### src/rtl/auxctl_pkg.sv
package auxctl_pkg;
    localparam int BUS_W = 32;
    localparam int OFS_W = 2;
    localparam int REG_W = 8;
    localparam int LED_W = 16;

    // bit positions that software decodes
    localparam int CFG_PFEN = 3;
    localparam int A1_TC    = 1;
    localparam int A2_OFF   = 0;
    localparam int A2_CLR   = 1;
    localparam int A2_STAT  = 5;
    localparam int SC_REQ   = 0;
    localparam int SC_STATUS_CODE = 2;

    typedef enum logic [0:0] {PF_CLEAR, PF_LATCHED} pf_state_t;
    typedef enum logic [0:0] {RS_IDLE, RS_STATUS}   rs_state_t;
endpackage

### src/rtl/auxctl_misc.sv
module auxctl_misc
    import auxctl_pkg::*;
#(
    parameter int W = REG_W
) (
    input  logic         clk,
    input  logic         por_n,
    input  logic         warm_rst,
    input  logic         cfg_we,
    input  logic         diag_we,
    input  logic         modem_we,
    input  logic         aux1_we,
    input  logic [W-1:0] wbyte,
    output logic [W-1:0] cfg_q,
    output logic [W-1:0] diag_q,
    output logic [W-1:0] modem_q,
    output logic [W-1:0] aux1_q,
    output logic         tc_pulse
);
    localparam int NPLAIN = 3;
    // index 0 cfg, 1 diag, 2 modem; a set bit means warm reset clears it
    localparam logic [NPLAIN-1:0] WARM_CLR = 3'b101;
    localparam logic [W-1:0] TC_MASK = W'(1) << A1_TC;

    logic [NPLAIN-1:0] we_vec;
    logic [W-1:0]      plain_q [NPLAIN];
    logic              tc_q;

    assign we_vec = {modem_we, diag_we, cfg_we};

    for (genvar i = 0; i < NPLAIN; i++) begin : g_plain
        always_ff @(posedge clk or negedge por_n) begin
            if (!por_n) begin
                plain_q[i] <= '0;
            end else if (warm_rst && WARM_CLR[i]) begin
                plain_q[i] <= '0;
            end else if (we_vec[i]) begin
                plain_q[i] <= wbyte;
            end
        end
    end

    assign cfg_q   = plain_q[0];
    assign diag_q  = plain_q[1];
    assign modem_q = plain_q[2];

    always_ff @(posedge clk or negedge por_n) begin
        if (!por_n) begin
            aux1_q <= '0;
            tc_q   <= 1'b0;
        end else if (warm_rst) begin
            aux1_q <= '0;
            tc_q   <= 1'b0;
        end else begin
            tc_q <= aux1_we && wbyte[A1_TC];
            if (aux1_we) begin
                aux1_q <= wbyte & ~TC_MASK;
            end
        end
    end

    assign tc_pulse = tc_q && !warm_rst;
endmodule

### src/rtl/auxctl_pwr.sv
module auxctl_pwr
    import auxctl_pkg::*;
#(
    parameter int W = REG_W
) (
    input  logic         clk,
    input  logic         por_n,
    input  logic         warm_rst,
    input  logic         aux2_we,
    input  logic [1:0]   wbits,
    input  logic         pf_in,
    input  logic         pf_en,
    output logic [W-1:0] aux2_q,
    output logic         irq,
    output logic         pwroff_req
);
    pf_state_t st, st_nxt;
    logic      pf_q;
    logic      pf_evt;
    logic      off_q;
    logic      off_pulse_q;

    assign pf_evt = pf_in != pf_q;

    always_ff @(posedge clk or negedge por_n) begin
        if (!por_n) begin
            st   <= PF_CLEAR;
            pf_q <= 1'b0;
        end else begin
            st   <= st_nxt;
            pf_q <= pf_in;
        end
    end

    always_comb begin
        st_nxt = st;
        if (warm_rst) begin
            st_nxt = PF_CLEAR;
        end else begin
            unique case (st)
                PF_CLEAR: begin
                    if (pf_evt && pf_in && pf_en) st_nxt = PF_LATCHED;   // latch
                end
                PF_LATCHED: begin
                    if (pf_evt) begin
                        st_nxt = (pf_in && pf_en) ? PF_LATCHED : PF_CLEAR; // input-clear
                    end else if (aux2_we && wbits[A2_CLR]) begin
                        st_nxt = PF_CLEAR;                                // soft-clear
                    end
                end
                default: st_nxt = PF_CLEAR;
            endcase
        end
    end

    always_ff @(posedge clk or negedge por_n) begin
        if (!por_n) begin
            off_q       <= 1'b0;
            off_pulse_q <= 1'b0;
        end else if (warm_rst) begin
            off_q       <= 1'b0;
            off_pulse_q <= 1'b0;
        end else begin
            off_pulse_q <= aux2_we && wbits[A2_OFF];
            if (aux2_we) begin
                off_q <= wbits[A2_OFF];
            end
        end
    end

    always_comb begin
        aux2_q          = '0;
        aux2_q[A2_OFF]  = off_q;
        aux2_q[A2_STAT] = st == PF_LATCHED;
    end

    assign irq        = (st == PF_LATCHED) && pf_en;
    assign pwroff_req = off_pulse_q && !warm_rst;
endmodule

### src/rtl/auxctl_sysunit.sv
module auxctl_sysunit
    import auxctl_pkg::*;
#(
    parameter int DW = BUS_W,
    parameter int LW = LED_W
) (
    input  logic            clk,
    input  logic            por_n,
    input  logic            warm_rst,
    input  logic            sc_we,
    input  logic            sc_bit,
    input  logic            led_we,
    input  logic [LW/8-1:0] led_be,
    input  logic [LW-1:0]   led_wd,
    output logic [DW-1:0]   sc_q,
    output logic [LW-1:0]   led_q,
    output logic            sysrst_req
);
    localparam int NLANE = LW / 8;
    localparam logic [DW-1:0] STATUS_VAL = DW'(SC_STATUS_CODE);

    rs_state_t st, st_nxt;
    logic      req_q;

    always_ff @(posedge clk or negedge por_n) begin
        if (!por_n) st <= RS_IDLE;
        else        st <= st_nxt;
    end

    always_comb begin
        st_nxt = st;
        unique case (st)
            RS_IDLE:   if (sc_we && sc_bit && !warm_rst) st_nxt = RS_STATUS; // arm
            RS_STATUS: st_nxt = RS_STATUS;
            default:   st_nxt = RS_IDLE;
        endcase
    end

    always_ff @(posedge clk or negedge por_n) begin
        if (!por_n)        req_q <= 1'b0;
        else if (warm_rst) req_q <= 1'b0;
        else               req_q <= sc_we && sc_bit;
    end

    assign sc_q       = (st == RS_STATUS) ? STATUS_VAL : '0;
    assign sysrst_req = req_q && !warm_rst;

    for (genvar g = 0; g < NLANE; g++) begin : g_lane
        always_ff @(posedge clk or negedge por_n) begin
            if (!por_n) begin
                led_q[g*8 +: 8] <= '0;
            end else if (led_we && led_be[g]) begin
                led_q[g*8 +: 8] <= led_wd[g*8 +: 8];
            end
        end
    end
endmodule

### src/rtl/auxctl_regs.sv
module auxctl_regs
    import auxctl_pkg::*;
(
    input  logic             clk,
    input  logic             por_n,
    input  logic             warm_rst,
    input  logic             sel_cfg,
    input  logic             sel_diag,
    input  logic             sel_modem,
    input  logic             sel_aux1,
    input  logic             sel_aux2,
    input  logic             sel_led,
    input  logic             sel_sysctl,
    input  logic [OFS_W-1:0] ofs,
    input  logic             wr_en,
    input  logic [3:0]       be,
    input  logic [BUS_W-1:0] wdata,
    output logic [BUS_W-1:0] rdata,
    input  logic             pwr_fail_in,
    output logic             irq_out,
    output logic             tc_pulse,
    output logic             pwroff_req,
    output logic             sysrst_req
);
    logic             at_base;
    logic             byte_we;
    logic [REG_W-1:0] cfg_q, diag_q, modem_q, aux1_q, aux2_q;
    logic [LED_W-1:0] led_q;
    logic [BUS_W-1:0] sc_q;
    logic             unused_bits;

    assign at_base     = ofs == '0;
    assign byte_we     = wr_en && at_base && be[0];
    assign unused_bits = ^{be[3:2], wdata[BUS_W-1:LED_W]};

    auxctl_misc #(.W(REG_W)) u_misc (
        .clk      (clk),
        .por_n    (por_n),
        .warm_rst (warm_rst),
        .cfg_we   (byte_we && sel_cfg),
        .diag_we  (byte_we && sel_diag),
        .modem_we (byte_we && sel_modem),
        .aux1_we  (byte_we && sel_aux1),
        .wbyte    (wdata[REG_W-1:0]),
        .cfg_q    (cfg_q),
        .diag_q   (diag_q),
        .modem_q  (modem_q),
        .aux1_q   (aux1_q),
        .tc_pulse (tc_pulse)
    );

    auxctl_pwr #(.W(REG_W)) u_pwr (
        .clk        (clk),
        .por_n      (por_n),
        .warm_rst   (warm_rst),
        .aux2_we    (byte_we && sel_aux2),
        .wbits      (wdata[1:0]),
        .pf_in      (pwr_fail_in),
        .pf_en      (cfg_q[CFG_PFEN]),
        .aux2_q     (aux2_q),
        .irq        (irq_out),
        .pwroff_req (pwroff_req)
    );

    auxctl_sysunit #(.DW(BUS_W), .LW(LED_W)) u_sys (
        .clk        (clk),
        .por_n      (por_n),
        .warm_rst   (warm_rst),
        .sc_we      (byte_we && sel_sysctl),
        .sc_bit     (wdata[SC_REQ]),
        .led_we     (wr_en && at_base && sel_led),
        .led_be     (be[LED_W/8-1:0]),
        .led_wd     (wdata[LED_W-1:0]),
        .sc_q       (sc_q),
        .led_q      (led_q),
        .sysrst_req (sysrst_req)
    );

    always_comb begin
        rdata = '0;
        if (at_base) begin
            if (sel_cfg)    rdata = rdata | BUS_W'(cfg_q);
            if (sel_diag)   rdata = rdata | BUS_W'(diag_q);
            if (sel_modem)  rdata = rdata | BUS_W'(modem_q);
            if (sel_aux1)   rdata = rdata | BUS_W'(aux1_q);
            if (sel_aux2)   rdata = rdata | BUS_W'(aux2_q);
            if (sel_led)    rdata = rdata | BUS_W'(led_q);
            if (sel_sysctl) rdata = rdata | sc_q;
        end
    end
endmodule

### config.mk
export PLATFORM = sky130hd
export DESIGN_NAME = auxctl_regs
export DESIGN_NICKNAME = d
export VERILOG_FILES = /design/src/rtl/auxctl_pkg.sv /design/src/rtl/auxctl_misc.sv /design/src/rtl/auxctl_pwr.sv /design/src/rtl/auxctl_sysunit.sv /design/src/rtl/auxctl_regs.sv
export SDC_FILE = /design/constraint.sdc
export NUM_CORES = 1
export LEC_CHECK = 0
export BUFFER_PORTS_ARGS = -buffer_cell sky130_fd_sc_hd__buf_2
export CAP_MARGIN = 20
export CORE_MARGIN = 2
export CORE_UTILIZATION = 47
export DETAILED_ROUTE_END_ITERATION = 6
export PLACE_DENSITY = 0.77
export SLEW_MARGIN = 20
export SYNTH_ARGS = -nofsm -noshare
export SYNTH_HDL_FRONTEND = slang
export SYNTH_HIERARCHICAL = 1
export SYNTH_SLANG_ARGS = --single-unit
### constraint.sdc
create_clock -name clk -period 1.18 [get_ports clk]
set_clock_uncertainty 0.2 [all_clocks]
set_input_delay 0.059 -clock clk [delete_from_list [all_inputs] [get_ports clk]]
set_output_delay 0.059 -clock clk [all_outputs]
set_load 0.01 [all_outputs]
# Yosys cells after proc, flatten, opt, wreduce, memory -nomap -nowiden
# Cells that the tools add are included.
# word_totals
reg_bits,55
latchBits,0
mem_bits_rw,0
romBits,0
inputBits,50
output_inout_bits,36
elab_cells,85
memories,0
# op_classes
n_addsub,0
multipliers,0
div_mod_pow,0
n_lt_le_gt_ge,0
n_eq_ne,1
shifts,0
muxes,34
bitwise,8
reduce_logical,29
# ops
op,count
32-bit 2-to-1 mux,13
32-bit by 8-bit bitwise OR with 32-bit output,3
8-bit 2-to-1 mux,7
32-bit by 16-bit bitwise OR with 32-bit output,1
32-bit bitwise OR,1
32-bit by 6-bit bitwise OR with 32-bit output,1
1-bit logical AND,23
1-bit 2-to-1 mux,11
2-bit nonzero test,4
1-bit one-hot mux with 2 select lines,2
2-bit logical NOT,1
2-bit 2-to-1 mux,1
1-bit inverter,2
1-bit logical NOT,1
1-bit != test,1

# Longest topological paths before layout
# logic_depth
depth_word,20
mapped_depth,6
mapped_depth_nobuf,5

# Modules after synthesis
# The synthesis kept the hierarchy.
# modules_own_cells
mod,n_inst,cells_each,area_per_inst_um2,seq_area_each_um2
auxctl_misc,1,98,1327.5,800.8
auxctl_sysunit,1,73,908.4,450.4
auxctl_regs,1,77,570.5,0.0
auxctl_pwr,1,26,244.0,100.1

# Worst setup path before layout
# Ideal clock, no wire load.
# synth_timing
kind,input to register
startpoint,input port sel_led
endpoint,register u_sys.led_q[10]
setup_ns,0.125
arrival_time_ns,1.171
required_time_ns,0.855
path_slack_ns,-0.315
stages,5
path_buffers,1
cell_sequence,buf_4 nor3b_2 and2_1 nand2_2 mux2_2
# synth_between
elab_chain_cells,2
# synth_rtl
element,line,source
from (decl),auxctl_regs.sv:12,"input logic sel_led,"
1-bit logical AND,auxctl_regs.sv:71,".led_we (wr_en && at_base && sel_led),"
1-bit logical AND,auxctl_sysunit.sv:52,end else if (led_we && led_be[g]) begin
"to (signal, indexed assignment)",auxctl_sysunit.sv:53,led_q[g*8 +: 8] <= led_wd[g*8 +: 8];
to (decl),auxctl_sysunit.sv:16,"output logic [LW-1:0] led_q,"
# No other way between the ends.
# A chain may end at the register's enable or synchronous reset.

# Worst setup path in the final report
# layout_timing
startpoint,register u_misc.plain_q (netlist bit u_misc/cfg_q[2])
endpoint,output port rdata[2]
# layout_between
elab_chain_cells,20
# layout_rtl
element,line,source
from (decl),auxctl_misc.sv:26,logic [W-1:0] plain_q [NPLAIN];
"from (signal, indexed assignment)",auxctl_misc.sv:38,plain_q[i] <= wbyte;
8-bit 2-to-1 mux *,auxctl_regs.sv:82,if (sel_cfg) rdata = rdata | BUS_W'(cfg_q);
32-bit 2-to-1 mux *,auxctl_regs.sv:81,if (at_base) begin
32-bit by 8-bit bitwise OR with 32-bit output,auxctl_regs.sv:83,if (sel_diag) rdata = rdata | BUS_W'(diag_q);
32-bit 2-to-1 mux *,auxctl_regs.sv:83,
32-bit 2-to-1 mux *,auxctl_regs.sv:81,
32-bit by 8-bit bitwise OR with 32-bit output,auxctl_regs.sv:84,if (sel_modem) rdata = rdata | BUS_W'(modem_q);
32-bit 2-to-1 mux *,auxctl_regs.sv:84,
32-bit 2-to-1 mux *,auxctl_regs.sv:81,
(+4 left out),--,
32-bit 2-to-1 mux *,auxctl_regs.sv:86,if (sel_aux2) rdata = rdata | BUS_W'(aux2_q);
32-bit 2-to-1 mux *,auxctl_regs.sv:81,
32-bit by 16-bit bitwise OR with 32-bit output,auxctl_regs.sv:87,if (sel_led) rdata = rdata | BUS_W'(led_q);
32-bit 2-to-1 mux *,auxctl_regs.sv:87,
32-bit 2-to-1 mux *,auxctl_regs.sv:81,
32-bit bitwise OR,auxctl_regs.sv:88,if (sel_sysctl) rdata = rdata | sc_q;
32-bit 2-to-1 mux *,auxctl_regs.sv:88,
32-bit 2-to-1 mux *,auxctl_regs.sv:81,
to (decl),auxctl_regs.sv:18,"output logic [BUS_W-1:0] rdata,"
# Every way passes the cells marked *; elsewhere a longest branch is shown, timed or not. The select of a mux whose other input is x is not followed.

==> metrics.sh <==
STATUS='finished, violations left'
VIOLATIONS='negative hold slack, negative setup slack'
COMBINATIONALPOWERSHARE_PCT=20.5
SEQ_AREA_FRAC_SYNTH_PCT=44.3
GPL.FINAL_WEIGHTED_CONGESTION=0.894
CLOCK_INSERTION_DELAY_WORST_SKEW_NS=0.30
GLOBALROUTE.TOTALOVERFLOW=0
WIRE_LENGTH_OF_THE_FIRST_GLOBAL_ROUTING_PASS_UM=10600
SYNTHESIS.INSTANCES=274
STATIC-LEAKAGE-POWER_nW=1.80
CTS_TREE='yes'
HP-CLASS='in2reg'
POST_SYNTH_INSTANCE_AREA_UM2=3050
INITIAL_UTILIZATION_PCT=48.3
FINALHOLDVIOLCOUNT=20
FINAL_ANTENNA_NET_COUNT=0
UTILIZATION_PCT=59.4
DRTPASS1ITERATIONS=4
LAYOUT-DRIVE-GT1-SHARE_PCT=36.1
SYNTH-WARNING-COUNT=6
SYNTH_TOP_FAMILY_BY_AREA='multiplexers'
ANTENNA_FOUND_INITIAL=0
CRITICAL_PATH.MAX_FANOUT=2
FINALWIRELENGTH_UM=6620
NETLIST-CELL-TYPE-COUNT=32
PERIOD_NEEDED_NS=1.71
ANTENNADIODECOUNT=0
SYNTHESIS_STAGE_REGISTER_BIT_COUNT=54
VIAS=2227
SYNTH-XOR-AREA-SHARE_PCT=0
GRT_USAGE_PCT=18.6
POWER.DENSITY_CELL_AREA_nW_PER_UM2=1080
DESIGN.CORE.AREA_UM2=6310
NUMBER_OF_ENABLE_TYPE_REGISTER_CELLS_IN_THE_SYNTHESIZED_NETLIST=0
START_KIND='register'
YOSYSTOPAREACELL='dfrtp_1'
CTS_HOLD_BUFFERS=18
INTERNAL_POWER_W=0.00300
POST_DRT_WL_PER_CELL_UM=15.1
IR_WORST_VDD_uV=741
HOLD-WORST-SLACK_NS=-0.0502
CP-END-KIND='primary output'
POST_SYNTH_FA_HA_MAJ_AREA_FRACTION_PCT=0.410
WORST_EP_ARRIVAL_TIME_NS=1.45
TRITONCTS_NUM_SINKS=54
TIMING.FINAL.CRIT_SHARE_PCT=145
DIE_W_UM=84.6
YOSYS.AREA_SHARE.SIMPLE_PCT=12.2
DRCVIOLATIONCOUNT=0
SYNTH.MOST_COMMON_CELL='dfrtp_1'
CATEGORY_OF_THE_MOST_CRITICAL_SETUP_PATH='reg2out'
POST_SYNTH_MOST_FREQUENT_CELLS='54 x dfrtp_1, 46 x buf_4, 26 x nor2_1, 23 x mux2i_1, 22 x and2_1'
MAXCAPVIOLCOUNT=0
NETLIST.AREA_LEADER.SHARE_PCT=44.3
YOSYS-TOP-CELLS-AREA='dfrtp_1 44%, buf_4 11%, mux2i_1 7.5%'
FLOORPLAN.DIE_AREA_UM2=7150
AREA_GROWTH_FROM_SYNTHESIS_TO_LAYOUT_PCT=22.8
SW_FRAC_OF_TOTAL_PCT=25.7
SYN_AVG_CELL_AREA_UM2=11.1
LARGEST_NET_DEGREE_AT_THE_START_OF_GLOBAL_ROUTING=25
SETUP_VIOL=22
POST_LAYOUT_NONFILLER_INSTANCES=437
CP.REQUIRED_NS=0.92
MAX_CLOCK_FREQ_MHz=586
FLOORPLAN.DIE.HEIGHT_UM=84.6
REPORT.FINAL.SLEW_VIOL_COUNT=0
PLACE_INST=404
POST-DP-HPWL_UM=4850
NUMCTSBUFFERS=5
FIRST_GLOBAL_VIAS=2211
CTS.CLK_SLEW.WORST_PATHS_NS=0.09
FLOORPLAN.ROWS=29
H_TREE_LEVELS=2
PREVAILING_POST_SYNTH_REGISTER_CELL='dfrtp_1'
CLK_ROOT_BUFFER_CELL='clkbuf_8'
SYNTH-COMPOUND-AREA-SHARE_PCT=11.1
ASYNC_FLOP_SHARE_PCT=100
CLK_PATH_BUF_DEPTH=2
POWER_FRAC_CLOCK_PCT=25.7
DR.FIRST_ITER.DRC_COUNT=147
PORTBUFFERS=51
POWER_SWITCHING_W=0.00104
SETUP_SLACK_NS=-0.526
POST_SYNTH_MUX_AREA_SHARE_PCT=17.4
DESIGN.FINAL.NETS=410
RSZ0062_AT_GRT='true'
POWER.SEQUENTIAL.FRACTION_PCT=53.8
IOS=86
AVGVIACOUNTPERCELL=5.10
[placed cells by master (no fill, tap or decap), drive strengths merged]
master	synthesis	final
dlygate4sd3	0	18
and4bb	1	1
dfrtp	54	54
nand2b	1	1
a21oi	1	1
nand2	6	6
a22o	8	8
nor2	26	26
mux2	24	24
nor3b	2	2
or2	1	1
and3	1	1
clkinv	0	1
a31oi	9	9
o21bai	1	1
a222oi	8	8
nand3b	2	2
nand3	1	1
conb	3	38
a22oi	16	16
nor2b	3	3
inv	1	1
ha	1	1
and2	23	23
mux2i	23	23
buf	55	83
clkbuf	3	7
[flip-flops by register name, summed over array words and instances (netlist names), 7 cells and up]
register / cells
u_sys/led_q: 16
u_misc/modem_q: 8
u_misc/aux1_q: 7
u_misc/diag_q: 8
u_misc/cfg_q: 8
[power by group through the flow]
stage / Combinational (W) / Clock (W) / Sequential, W
after floorplan: 0.000566 / 0 / 0.00217
after global placement: 0.000712 / 0 / 0.00220
after detailed placement: 0.000739 / 0 / 0.00220
after CTS: 0.000806 / 0.00107 / 0.00217
after global routing: 0.000896 / 0.00114 / 0.00220
final: 0.000827 / 0.00104 / 0.00217
[kinds of logic after synthesis]
group / count (synthesis)
muxes: 47
other: 3
buffers and inverters: 59
and+or+nand+nor: 67
AOI/OAI and AO/OA: 43
DFF: 54
adders and majority gates: 1
[layer usage]
metal | up-vias | track usage [%] | part of all wire, %
li1 | 1057 | - | -
met1 | 1062 | 24.9 | 43
met2 | 97 | 30.4 | 48
met3 | 11 | 3.54 | 7.3
met4 | 0 | 6.78 | 1.8
met5 | - | 0 | 0
[worst max-delay path: stages, from the launching register on]
cell,delay [ns]
dfrtp_1,0.39
a222oi_1,0.44
a31oi_1,0.15
buf_2,0.16
[area by class of cell]
class                           count  area [um2]
Clock buffer                        7        86.3
Fill cell                         537        2570
Timing Repair Buffer              101         749
Multi-Input combinational cell    196        1460
Tap cell                           77        96.3
Inverter                            1        3.75
Sequential cell                    54        1350
Clock inverter                      1        5.00
[through the flow]
step | total power (W) | area (um2) | setup TNS [ns] | worst slack [ns]
after global placement | 0.00291 | 3360 | -10.57 | -0.262
after floorplan | 0.00274 | 3210 | -3.47 | -0.182
after CTS | 0.00405 | 3700 | -4.68 | -0.516
after detailed placement | 0.00294 | 3360 | -11.96 | -0.306
final | 0.00403 | 3750 | -4.55 | -0.526
after global routing | 0.00424 | 3750 | -5.63 | -0.654
[worst paths after layout]
check,startpoint,to,slack [ns],cells after the start
setup / recovery,u_misc/cfg_q[2],rdata[2],-0.53,3
hold / removal,warm_rst,u_misc/cfg_q[0],-0.05,2
setup reg to reg,u_pwr/pf_q,u_pwr/st,-0.09,4
hold reg to reg,u_sys/st,u_sys/st,0.31,1
max in group asynchronous,por_n,u_misc/cfg_q[1],0.30,3
min in group asynchronous,por_n,u_misc/modem_q[7],0.02,2
[what timing repair did]
item | 4_1_cts | 5_1_grt
gates resized for setup | 7 | 6
pin swaps | 25 | 1
setup buffers | 4 | 3
endpoints found under the setup margin | 21 | 32
endpoints found under the hold margin | 108 | 18
No activity file was read; power rests on OpenSTA's default activity.
